[src/rtl/tsw_pkg.sv]
package tsw_pkg;
  localparam int unsigned DATA_W = 32;
  localparam int unsigned SEL_W  = 16;
  localparam int unsigned NGPR   = 8;
  localparam int unsigned NSEG   = 6;
  localparam int unsigned IDX_W  = 5;
  localparam int unsigned OFF_W  = 8;

  localparam logic [IDX_W-1:0] SAVE_LAST_W = IDX_W'(16);
  localparam logic [IDX_W-1:0] SAVE_LAST_N = IDX_W'(14);
  localparam logic [IDX_W-1:0] LOAD_LAST_W = IDX_W'(18);
  localparam logic [IDX_W-1:0] LOAD_LAST_N = IDX_W'(15);

  localparam logic [DATA_W-1:0] BUSY_MASK = 32'h0000_0200;
  localparam logic [DATA_W-1:0] NT_MASK   = 32'h0000_4000;
  localparam logic [DATA_W-1:0] DR7_CLR   = 32'h0000_0155;

  typedef enum logic [1:0] {
    SRC_JUMP = 2'd0,
    SRC_CALL = 2'd1,
    SRC_RET  = 2'd2
  } tsw_src_e;

  typedef enum logic [3:0] {
    ST_IDLE, ST_SAVE, ST_LINK, ST_LOAD,
    ST_BSET_RD, ST_BSET_WR, ST_BCLR_RD, ST_BCLR_WR, ST_COMMIT
  } tsw_state_e;

  typedef enum logic [2:0] {
    FLD_CR3, FLD_IP, FLD_FLAGS, FLD_GPR, FLD_SEL, FLD_LDT, FLD_TRAP
  } tsw_fld_e;
endpackage

[src/rtl/tsw_limit_chk.sv]
module tsw_limit_chk #(
  parameter int unsigned LIM_W = 32,
  parameter int unsigned MIN_N = 'h2B,
  parameter int unsigned MIN_W = 'h67
) (
  input  logic [3:0]       type_i,
  input  logic [LIM_W-1:0] limit_i,
  output logic             wide_o,
  output logic             ok_o
);
  always_comb begin
    wide_o = (type_i > 4'd3);
    ok_o   = wide_o ? (limit_i >= LIM_W'(MIN_W)) : (limit_i >= LIM_W'(MIN_N));
  end
endmodule

[src/rtl/tsw_step_map.sv]
module tsw_step_map
  import tsw_pkg::*;
(
  input  logic [IDX_W-1:0] idx_i,
  input  logic             wide_i,
  output logic [OFF_W-1:0] off_o,
  output logic             size4_o,
  output tsw_fld_e         fld_o,
  output logic [2:0]       sub_o
);
  logic [IDX_W-1:0] d_gpr, d_sel;

  always_comb begin
    d_gpr   = idx_i - IDX_W'(3);
    d_sel   = idx_i - IDX_W'(11);
    sub_o   = 3'd0;
    size4_o = 1'b0;
    fld_o   = FLD_LDT;
    if (wide_i) begin
      off_o = OFF_W'(8'h1C) + OFF_W'({idx_i, 2'b00});
      if (idx_i == '0) begin
        fld_o = FLD_CR3; size4_o = 1'b1;
      end else if (idx_i == IDX_W'(1)) begin
        fld_o = FLD_IP; size4_o = 1'b1;
      end else if (idx_i == IDX_W'(2)) begin
        fld_o = FLD_FLAGS; size4_o = 1'b1;
      end else if (idx_i <= IDX_W'(10)) begin
        fld_o = FLD_GPR; size4_o = 1'b1; sub_o = d_gpr[2:0];
      end else if (idx_i <= IDX_W'(16)) begin
        fld_o = FLD_SEL; sub_o = d_sel[2:0];
      end else if (idx_i == IDX_W'(17)) begin
        fld_o = FLD_LDT;
      end else begin
        fld_o = FLD_TRAP;
      end
    end else begin
      off_o = OFF_W'(8'd12) + OFF_W'({idx_i, 1'b0});
      if (idx_i == IDX_W'(1)) begin
        fld_o = FLD_IP;
      end else if (idx_i == IDX_W'(2)) begin
        fld_o = FLD_FLAGS;
      end else if (idx_i >= IDX_W'(3) && idx_i <= IDX_W'(10)) begin
        fld_o = FLD_GPR; sub_o = d_gpr[2:0];
      end else if (idx_i >= IDX_W'(11) && idx_i <= IDX_W'(14)) begin
        fld_o = FLD_SEL; sub_o = d_sel[2:0];
      end else begin
        fld_o = FLD_LDT;
      end
    end
  end
endmodule

[src/rtl/tsw_seq.sv]
module tsw_seq
  import tsw_pkg::*;
#(
  parameter int unsigned ADDR_W = 32
) (
  input  logic                            clk_i,
  input  logic                            rst_ni,
  input  logic                            start_i,
  input  logic [1:0]                      src_i,
  input  logic [ADDR_W-1:0]               old_base_i,
  input  logic [31:0]                     old_limit_i,
  input  logic [3:0]                      old_type_i,
  input  logic [ADDR_W-1:0]               new_base_i,
  input  logic [31:0]                     new_limit_i,
  input  logic [3:0]                      new_type_i,
  input  logic                            new_busy_i,
  input  logic [ADDR_W-1:0]               tbl_base_i,
  input  logic [SEL_W-1:0]                old_sel_i,
  input  logic [SEL_W-1:0]                new_sel_i,
  input  logic                            paging_i,
  input  logic [DATA_W-1:0]               cr3_i,
  input  logic [DATA_W-1:0]               dr7_i,
  input  logic [DATA_W-1:0]               eip_i,
  input  logic [DATA_W-1:0]               eflags_i,
  input  logic [NGPR-1:0][DATA_W-1:0]     gpr_i,
  input  logic [NSEG-1:0][SEL_W-1:0]      seg_i,
  output logic                            mem_req_o,
  output logic                            mem_we_o,
  output logic                            mem_size4_o,
  output logic [ADDR_W-1:0]               mem_addr_o,
  output logic [DATA_W-1:0]               mem_wdata_o,
  input  logic                            mem_ready_i,
  input  logic [DATA_W-1:0]               mem_rdata_i,
  output logic                            busy_o,
  output logic                            done_o,
  output logic                            fault_o,
  output logic                            fault_new_o,
  output logic [DATA_W-1:0]               eip_o,
  output logic [DATA_W-1:0]               eflags_o,
  output logic [NGPR-1:0][DATA_W-1:0]     gpr_o,
  output logic [NSEG-1:0][SEL_W-1:0]      seg_o,
  output logic [SEL_W-1:0]                ldt_o,
  output logic [DATA_W-1:0]               cr3_o,
  output logic                            cr3_load_o,
  output logic                            cr0_ts_o,
  output logic [DATA_W-1:0]               dr7_o,
  output logic                            trap_bs_o
);
  localparam logic [ADDR_W-1:0] DESC_HI = ADDR_W'(4);
  localparam logic [SEL_W-1:0]  IDX_MSK = 16'hFFF8;

  tsw_state_e       state_q;
  logic [IDX_W-1:0] idx_q;
  logic             ow_q, nw_q, nb_q, pg_q;
  tsw_src_e         src_q;
  logic [DATA_W-1:0] rmw_q;

  logic [DATA_W-1:0]               s_eip, s_efl, s_cr3;
  logic [NGPR-1:0][DATA_W-1:0]     s_gpr;
  logic [NSEG-1:0][SEL_W-1:0]      s_seg;
  logic [SEL_W-1:0]                s_ldt;
  logic                            s_trap;

  logic old_wide, old_ok, new_wide, new_ok;

  tsw_limit_chk #(.LIM_W(32), .MIN_N('h29), .MIN_W('h5F)) u_old_chk (
    .type_i(old_type_i), .limit_i(old_limit_i), .wide_o(old_wide), .ok_o(old_ok));
  tsw_limit_chk #(.LIM_W(32), .MIN_N('h2B), .MIN_W('h67)) u_new_chk (
    .type_i(new_type_i), .limit_i(new_limit_i), .wide_o(new_wide), .ok_o(new_ok));

  logic [OFF_W-1:0] m_off;
  logic             m_size4;
  tsw_fld_e         m_fld;
  logic [2:0]       m_sub;
  logic             map_wide;

  assign map_wide = (state_q == ST_LOAD) ? nw_q : ow_q;

  tsw_step_map u_map (
    .idx_i(idx_q), .wide_i(map_wide), .off_o(m_off),
    .size4_o(m_size4), .fld_o(m_fld), .sub_o(m_sub));

  logic [DATA_W-1:0] save_val;
  logic [ADDR_W-1:0] new_desc, old_desc;
  logic              xfer;
  logic [IDX_W-1:0]  save_last, load_last, load_first;

  always_comb begin
    unique case (m_fld)
      FLD_IP:    save_val = eip_i;
      FLD_FLAGS: save_val = eflags_i & ~(nb_q ? NT_MASK : '0);
      FLD_GPR:   save_val = gpr_i[m_sub];
      FLD_SEL:   save_val = DATA_W'(seg_i[m_sub]);
      default:   save_val = '0;
    endcase
  end

  assign new_desc   = tbl_base_i + ADDR_W'(new_sel_i & IDX_MSK) + DESC_HI;
  assign old_desc   = tbl_base_i + ADDR_W'(old_sel_i & IDX_MSK) + DESC_HI;
  assign save_last  = ow_q ? SAVE_LAST_W : SAVE_LAST_N;
  assign load_last  = nw_q ? LOAD_LAST_W : LOAD_LAST_N;
  assign load_first = (nw_q && pg_q) ? IDX_W'(0) : IDX_W'(1);

  always_comb begin
    mem_req_o   = 1'b0;
    mem_we_o    = 1'b0;
    mem_size4_o = 1'b0;
    mem_addr_o  = '0;
    mem_wdata_o = '0;
    unique case (state_q)
      ST_SAVE: begin
        mem_req_o   = 1'b1;
        mem_we_o    = 1'b1;
        mem_size4_o = m_size4;
        mem_addr_o  = old_base_i + ADDR_W'(m_off);
        mem_wdata_o = m_size4 ? save_val : {16'h0, save_val[15:0]};
      end
      ST_LINK: begin
        mem_req_o   = 1'b1;
        mem_we_o    = 1'b1;
        mem_addr_o  = new_base_i;
        mem_wdata_o = DATA_W'(old_sel_i);
      end
      ST_LOAD: begin
        mem_req_o   = 1'b1;
        mem_size4_o = m_size4;
        mem_addr_o  = new_base_i + ADDR_W'(m_off);
      end
      ST_BSET_RD, ST_BSET_WR: begin
        mem_req_o   = 1'b1;
        mem_we_o    = (state_q == ST_BSET_WR);
        mem_size4_o = 1'b1;
        mem_addr_o  = new_desc;
        mem_wdata_o = rmw_q | BUSY_MASK;
      end
      ST_BCLR_RD, ST_BCLR_WR: begin
        mem_req_o   = 1'b1;
        mem_we_o    = (state_q == ST_BCLR_WR);
        mem_size4_o = 1'b1;
        mem_addr_o  = old_desc;
        mem_wdata_o = rmw_q & ~BUSY_MASK;
      end
      default: ;
    endcase
  end

  assign xfer   = mem_req_o && mem_ready_i;
  assign busy_o = (state_q != ST_IDLE);

  always_ff @(posedge clk_i or negedge rst_ni) begin
    if (!rst_ni) begin
      state_q <= ST_IDLE;
      idx_q   <= '0;
      ow_q    <= 1'b0;
      nw_q    <= 1'b0;
      nb_q    <= 1'b0;
      pg_q    <= 1'b0;
      src_q   <= SRC_JUMP;
      rmw_q   <= '0;
      s_eip   <= '0;
      s_efl   <= '0;
      s_cr3   <= '0;
      s_gpr   <= '0;
      s_seg   <= '0;
      s_ldt   <= '0;
      s_trap  <= 1'b0;
    end else begin
      unique case (state_q)
        ST_IDLE: if (start_i && new_ok && old_ok) begin
          state_q  <= ST_SAVE;
          idx_q    <= IDX_W'(1);
          ow_q     <= old_wide;
          nw_q     <= new_wide;
          nb_q     <= new_busy_i;
          pg_q     <= paging_i;
          src_q    <= tsw_src_e'(src_i);
          s_seg[4] <= '0;
          s_seg[5] <= '0;
          s_trap   <= 1'b0;
          s_cr3    <= cr3_i;
        end
        ST_SAVE: if (xfer) begin
          if (idx_q == save_last) begin
            state_q <= (src_q == SRC_CALL) ? ST_LINK : ST_LOAD;
            idx_q   <= load_first;
          end else begin
            idx_q <= idx_q + IDX_W'(1);
          end
        end
        ST_LINK: if (xfer) state_q <= ST_LOAD;
        ST_LOAD: if (xfer) begin
          unique case (m_fld)
            FLD_CR3:   s_cr3 <= mem_rdata_i;
            FLD_IP:    s_eip <= nw_q ? mem_rdata_i : {16'h0, mem_rdata_i[15:0]};
            FLD_FLAGS: s_efl <= nw_q ? mem_rdata_i : {16'h0, mem_rdata_i[15:0]};
            FLD_GPR:   s_gpr[m_sub] <= nw_q ? mem_rdata_i : {16'hFFFF, mem_rdata_i[15:0]};
            FLD_SEL:   s_seg[m_sub] <= mem_rdata_i[15:0];
            FLD_LDT:   s_ldt <= mem_rdata_i[15:0];
            FLD_TRAP:  s_trap <= mem_rdata_i[0];
            default: ;
          endcase
          if (idx_q == load_last)
            state_q <= (src_q == SRC_RET) ? ST_BCLR_RD : ST_BSET_RD;
          else
            idx_q <= idx_q + IDX_W'(1);
        end
        ST_BSET_RD: if (xfer) begin rmw_q <= mem_rdata_i; state_q <= ST_BSET_WR; end
        ST_BSET_WR: if (xfer) state_q <= (src_q == SRC_JUMP) ? ST_BCLR_RD : ST_COMMIT;
        ST_BCLR_RD: if (xfer) begin rmw_q <= mem_rdata_i; state_q <= ST_BCLR_WR; end
        ST_BCLR_WR: if (xfer) state_q <= ST_COMMIT;
        ST_COMMIT:  state_q <= ST_IDLE;
        default:    state_q <= ST_IDLE;
      endcase
    end
  end

  // All architectural results change together in the completion cycle.
  always_ff @(posedge clk_i or negedge rst_ni) begin
    if (!rst_ni) begin
      done_o      <= 1'b0;
      fault_o     <= 1'b0;
      fault_new_o <= 1'b0;
      cr0_ts_o    <= 1'b0;
      cr3_load_o  <= 1'b0;
      trap_bs_o   <= 1'b0;
      eip_o       <= '0;
      eflags_o    <= '0;
      gpr_o       <= '0;
      seg_o       <= '0;
      ldt_o       <= '0;
      cr3_o       <= '0;
      dr7_o       <= '0;
    end else begin
      done_o      <= 1'b0;
      fault_o     <= 1'b0;
      fault_new_o <= 1'b0;
      cr0_ts_o    <= 1'b0;
      cr3_load_o  <= 1'b0;
      trap_bs_o   <= 1'b0;
      if (state_q == ST_IDLE && start_i && !(new_ok && old_ok)) begin
        fault_o     <= 1'b1;
        fault_new_o <= !new_ok;
      end
      if (state_q == ST_COMMIT) begin
        done_o     <= 1'b1;
        cr0_ts_o   <= 1'b1;
        eip_o      <= s_eip;
        eflags_o   <= s_efl | ((src_q == SRC_CALL) ? NT_MASK : '0);
        gpr_o      <= s_gpr;
        seg_o      <= s_seg;
        ldt_o      <= s_ldt;
        cr3_o      <= s_cr3;
        cr3_load_o <= nw_q && pg_q && (s_cr3 != cr3_i);
        trap_bs_o  <= nw_q && s_trap;
        dr7_o      <= dr7_i & ~DR7_CLR;
      end
    end
  end

  a_r13_idle_quiet: assert property (@(posedge clk_i) disable iff (!rst_ni)
    !busy_o |-> !mem_req_o);
  a_r13_hold_stable: assert property (@(posedge clk_i) disable iff (!rst_ni)
    (mem_req_o && !mem_ready_i) |=> (mem_req_o && $stable(mem_addr_o) && $stable(mem_we_o)
      && $stable(mem_wdata_o) && $stable(mem_size4_o)));
  a_r1_fault_no_access: assert property (@(posedge clk_i) disable iff (!rst_ni)
    fault_o |-> (!mem_req_o && !done_o));
  a_r6_link_only_call: assert property (@(posedge clk_i) disable iff (!rst_ni)
    (state_q == ST_LINK) |-> (src_q == SRC_CALL));
  a_r4_narrow_size: assert property (@(posedge clk_i) disable iff (!rst_ni)
    (state_q == ST_SAVE && !ow_q) |-> !mem_size4_o);
  a_r12_dr7_mask: assert property (@(posedge clk_i) disable iff (!rst_ni)
    done_o |-> ((dr7_o & DR7_CLR) == '0));
endmodule

[config.mk]
export PLATFORM = sky130hd
export DESIGN_NAME = tsw_seq
export DESIGN_NICKNAME = d
export VERILOG_FILES = /design/src/rtl/tsw_pkg.sv /design/src/rtl/tsw_limit_chk.sv /design/src/rtl/tsw_step_map.sv /design/src/rtl/tsw_seq.sv
export SDC_FILE = /design/constraint.sdc
export NUM_CORES = 2
export LEC_CHECK = 0
export BUFFER_PORTS_ARGS = -buffer_cell sky130_fd_sc_hd__buf_2
export CAP_MARGIN = 10
export CORE_AREA = 4 4 500 502
export CTS_CLUSTER_DIAMETER = 100
export DETAILED_ROUTE_END_ITERATION = 8
export DIE_AREA = 0 0 504 506
export SLEW_MARGIN = 15
export SYNTH_ARGS = -nofsm -noshare
export SYNTH_HDL_FRONTEND = slang
export SYNTH_HIERARCHICAL = 1
export SYNTH_SLANG_ARGS = --single-unit
[constraint.sdc]
create_clock -name clk_i -period 5.45 [get_ports clk_i]
set_input_delay 0.545 -clock clk_i [delete_from_list [all_inputs] [get_ports clk_i]]
set_output_delay 0.545 -clock clk_i [all_outputs]
set_load 0.02 [all_outputs]
# == Yosys cells after proc, flatten, opt, wreduce, memory -nomap -nowiden ==
# Cells that the tools add are included.
# totals
register_bits,1008
word_cells,245
# op_classes
n_eq_ne,36
n_addsub,11
n_lt_le_gt_ge,13
muxes,91
reduce_logical,40
bitwise_logic,3
# ops
op,n
$mux W32,9
$bwmux W256,1
$pmux W32 S4,2
$mux W96,2
$pmux W32 S5,1
$pmux W32 S2,2
$bmux W32 S3,1
$bwmux W96,1
$demux W32 S3,1
$add A32 B16 Y32,2
$add A32 B3 Y32 const B,2
$add A32 B8 Y32,2
$ge A32 B6 Y1 const B,2
$ge A32 B7 Y1 const B,2
$mux W3,19
$bmux W16 S3,1
$demux W16 S3,1
$mux W4,11
$mux W5,7
$and A32 B32 Y32,1
$mux W16,2
$ne A32 B32 Y1,1
$not A15 Y32,1
$or A32 B15 Y32,1
other kinds (51),119

# == Longest topological paths before layout ==
# logic_depth
word_depth,15
ltp_mapped,24
depth_no_buf,15

# == Modules after synthesis ==
# The synthesis kept the hierarchy.
# by_module_without_submodules
module,seq_area_each_um2,cells_per_inst,area_per_inst_um2,n_inst
tsw_seq,25199.2,3695,44880.5,1
tsw_step_map,0.0,79,520.5,1
tsw_limit_chk at u_old_chk,0.0,17,125.1,1
tsw_limit_chk at u_new_chk,0.0,21,113.9,1

# == Worst setup path before layout ==
# No wires, ideal clock.
# synth_path
path_kind,register -> output
startpoint,reg state_q[1]
endpoint,out mem_addr_o[24]
path_slack_ps,-41
path_stages_with_launch,23
arrival_ps,4946
cell_sequence,dfrtp_1 > buf_2 > nand4bb_1 > buf_6 > buf_2 > buf_2 > clkbuf_1 > buf_1 > nand2_1 > nand2_1 > buf_2 > buf_1 > mux2i_1 > ha_1 > a21oi_1 > a21oi_1 > a2111oi_2 > or3_1 > buf_2 > nor3_1 > nor2_1 > nor4b_1 > a211oi_1
# synth_between
elab_chain_cells,5
word_cells_on_any_way,14
classes_between,add/sub: 2; eq/ne: 7; mux: 3; reduce/logical: 2
# synth_lines
element,line,rtl
"start, declared",tsw_seq.sv:52,tsw_state_e state_q;
"start signal, assigned",tsw_seq.sv:184,state_q <= (src_q == SRC_CALL) ? ST_LINK : ST_LOAD;
"start signal, assigned",tsw_seq.sv:203,state_q <= (src_q == SRC_RET) ? ST_BCLR_RD : ST_BSET_RD;
"start signal, assigned",tsw_seq.sv:208,ST_BSET_WR: if (xfer) state_q <= (src_q == SRC_JUMP) ? ST_BCLR_RD : ST_COMMIT;
$eq A4 B2 Y1 *,tsw_seq.sv:77,assign map_wide = (state_q == ST_LOAD) ? nw_q : ow_q;
$mux W1 *,tsw_seq.sv:77,
via map_wide,tsw_seq.sv:75,logic map_wide;
$mux W8 *,tsw_step_map.sv:19,if (wide_i) begin
via m_off[3],tsw_seq.sv:71,logic [OFF_W-1:0] m_off;
"$add A32 B8 Y32, on equally long branches","tsw_seq.sv:127, tsw_seq.sv:115",
$pmux W32 S5 *,tsw_seq.sv:110,unique case (state_q)
"end, declared",tsw_seq.sv:30,"output logic [ADDR_W-1:0] mem_addr_o,"
# Mark *: on every way through the listed nets, which the timed path passes. The rest lies on a longest branch.

# == Worst setup path after layout ==
# layout_path
startpoint,reg state_q[3]
endpoint,out mem_addr_o[17]
# Same word-level chain as after synthesis.

==> results.json <==
{
  "run_status": "finished, final reports clean",
  "die_w_um": 504,
  "htree_levels": 3,
  "clk_latency_ps": 770,
  "async_flop_share": 1.000,
  "max_freq_ghz": 0.1855,
  "drive_gt1_frac": 0.4804,
  "finalHoldViolCount": 0,
  "vias_per_cell": 4.535,
  "totalWireLength_um": 257800,
  "grt_pass1_wl_um": 344300,
  "relSlewSlack": 0.08729,
  "worstMarginPinSlew_ps": 1355,
  "grt_setup_unrepaired": "yes",
  "max_stage_delay_ps": 670,
  "cts_tree": "yes",
  "cts-root-buf": "clkbuf_16",
  "start_util": 0.1861,
  "coreArea_um2": 245300,
  "max_cap_viol_count": 0,
  "arrival_ps": 4850,
  "rows": 182,
  "detail-route-antenna-nets": 0,
  "p_per_area_nw_per_um2": 554.2,
  "die_h_um": 506,
  "syn-cell-area_um2": 45640,
  "gp_congestion": 0.9944,
  "num_io_pins": 1290,
  "critPathKind": "reg -> out",
  "endpoint_kind": "output port",
  "cts_max_path_buffers": 3,
  "min_path_type": "in -> reg",
  "synth_top_area_frac": 0.5521,
  "wl_per_cell_um": 30.18,
  "ys_seq_elements": 1007,
  "fin_tns_setup_ps": 0,
  "nNetsFinal": 5929,
  "yosys.area_share.xor_xnor": 0.01881,
  "antenna_found_initial": 122,
  "grt_max_degree": 164,
  "setup_viol": 0,
  "power.total_mw": 34.46,
  "ys_top_cells_by_area": "dfrtp_1 (55%), mux2_2 (19%), nand2_1 (3.1%)",
  "vias": 38740,
  "synth-simple-area-share": 0.07547,
  "grt_use_total": 0.1945,
  "cts.sinks": 1007,
  "synth.area.mux_share": 0.1933,
  "drt_iter0_drc": 3556,
  "period_needed_ps": 5391,
  "crit_top_cell": "buf_4",
  "required_ps": 4910,
  "synth.top_cells.by_count": "dfrtp_1 (1,007), mux2_2 (768), nand2_1 (381)",
  "cts.clk_slew.worst_paths_ps": 60,
  "cp-start-kind": "register",
  "dp_hpwl_um": 204400,
  "yosys_warnings": 6,
  "cp_slowest_cell": "o211ai_1",
  "seq_area_frac_synth": 0.5521,
  "hold_ws_ps": 120.9,
  "leakagePower_nw": 30.64,
  "crit_chain": "and4bb_4 > nand2_1 > nand2_4 > buf_6 > mux2i_4 > ha_1 > nand4_1 > o211ai_1 > buf_4 > o211ai_4 > buf_4 > or4_1 > o21ai_0 > a32oi_1 > o211ai_1 > buf_4",
  "syn_inst": 3812,
  "final.period_utilization": 0.9891,
  "dr.pass1.iters": 5,
  "grt_overflow_total": 0,
  "synth_top_area_cell": "dfrtp_1",
  "ir_drop_v": 0.0004981,
  "clock_skew_ps": 73.35,
  "synth_most_common_cell": "dfrtp_1",
  "yosys.cell_types.count": 83,
  "io_buffers": 1272,
  "grt_pass1_vias": 38910,
  "synth_compound_area_frac": 0.1193,
  "synth_area_per_cell_um2": 11.97,
  "dieArea_um2": 255000,
  "drv_slew": 0,
  "synth_fa_ha_area_frac": 0.01365,
  "synth_top_family_by_area": "multiplexers",
  "synth_edf_count": 0,
  "fill_cells": 25980,
  "numCtsBuffers": 114,
  "crit_fanout": 11,
  "utilization": 0.2536,
  "ys.flop_type": "dfrtp_1",
  "area_growth_pct": 36.26,
  "drc": 0
}
==> worst paths after layout <==
| check | startpoint | endpoint | slack (ps) | cells past startpoint |
|---|---|---|---|---|
| min in group asynchronous | rst_ni | s_gpr[205] | 410 | 2 |
| max in group asynchronous | rst_ni | ldt_o[1] | 3460 | 3 |
| min reg2reg | s_gpr[51] | s_gpr[51] | 470 | 2 |
| max | state_q[3] | mem_addr_o[17] | 60 | 16 |
| max reg2reg | idx_q[3] | s_seg[23] | 1240 | 9 |
| min | mem_rdata_i[27] | s_cr3[27] | 120 | 3 |
==> timing repair <==
action,CTS,global route
hold endpoints to repair,143,0
pin swaps,8,10
setup endpoints to repair,48,48
hold buffers,65,0
buffers inserted,7,5
gates resized for setup,43,53
==> kinds of logic (layout without fill, tap and decap cells) <==
logic type               after synthesis  count (layout)
adder cells (fa/ha/maj)               48              48
flip-flops                          1007            1007
XOR/XNOR                              98              98
AND/OR/NAND/NOR                      765             765
AO/OA/AOI/OAI                        798             798
multiplexers                         784             784
buffers and inverters                310            1750
other                                  2              71
==> cell type report <==
type / count / area [µm²] / area share
clock buffer: 160 / 3296 / 0.05299
clock inverter: 51 / 739.5 / 0.01189
sequential: 1007 / 25200 / 0.4053
multi-input combinational: 2499 / 19790 / 0.3182
tap: 3220 / 4029 / 0.06478
inverter: 25 / 93.84 / 0.001509
timing repair buffer: 1514 / 8879 / 0.1428
antenna: 65 / 162.7 / 0.002615
==> registers in the layout (all words and copies together), names as in the netlist, 2 cells and up <==
register	count
s_efl	32
eflags_o	32
gpr_o	256
seg_o	96
dr7_o	27
idx_q	5
s_eip	32
ldt_o	16
eip_o	32
src_q	2
s_ldt	16
state_q	4
s_seg	96
cr3_o	32
rmw_q	31
s_gpr	256
s_cr3	32
==> per-layer routing <==
| metal | part of all wire | global-route usage | vias to the layer above |
|---|---|---|---|
| met5 | 0.00091 | 0 | - |
| met4 | 0.050 | 0.08506 | 38 |
| met3 | 0.083 | 0.05380 | 448 |
| met2 | 0.47 | 0.3198 | 1938 |
| met1 | 0.40 | 0.2381 | 19710 |
| li1 | - | - | 16610 |
==> layout by cell type (no fill, tap or decap), drive strengths merged, types with 21 or more instances in the layout <==
master       instances
nor3                32
dlygate4sd3         65
clkinv              29
a221oi              81
nor4                21
clkbuf             160
inv                 33
a22o                99
nor2               159
buf               1449
xor2                30
nand2              381
diode               65
dfrtp             1007
a22oi               83
mux2               768
nor2b               25
a21oi               61
o21ai              254
a31oi               92
ha                  45
nand3               36
xnor2               68
nand4               28
==> worst max-delay path, delay by kind of cell (launching register included) <==
family                   cells  cell delay, ps
buffers and inverters        4             860
flip-flops                   1             410
AO/OA/AOI/OAI                5            1210
multiplexers                 1             330
AND/OR/NAND/NOR              5            1070
adder cells (fa/ha/maj)      1             240
==> report_power, final <==
group | switching [mW] | leakage [nW] | internal, mW
clock network | 3.39 | 1.96 | 4.70
registers | 1.22 | 13.6 | 9.48
logic | 10.1 | 15.1 | 5.62
total | 14.7 | 30.6 | 19.8
==> through the flow <==
step | instance area, µm² | cells | setup WS (ps)
after floorplan | 45660 | 3816 | 8.511
after global placement | 56790 | 8188 | -13.46
after detailed placement | 56790 | 8188 | 119.2
after CTS | 61720 | 8471 | -7.050
after global routing | 62120 | 8515 | -66.54
final | 62190 | 8541 | 59.40
No activity file was read; power rests on OpenSTA's default activity.
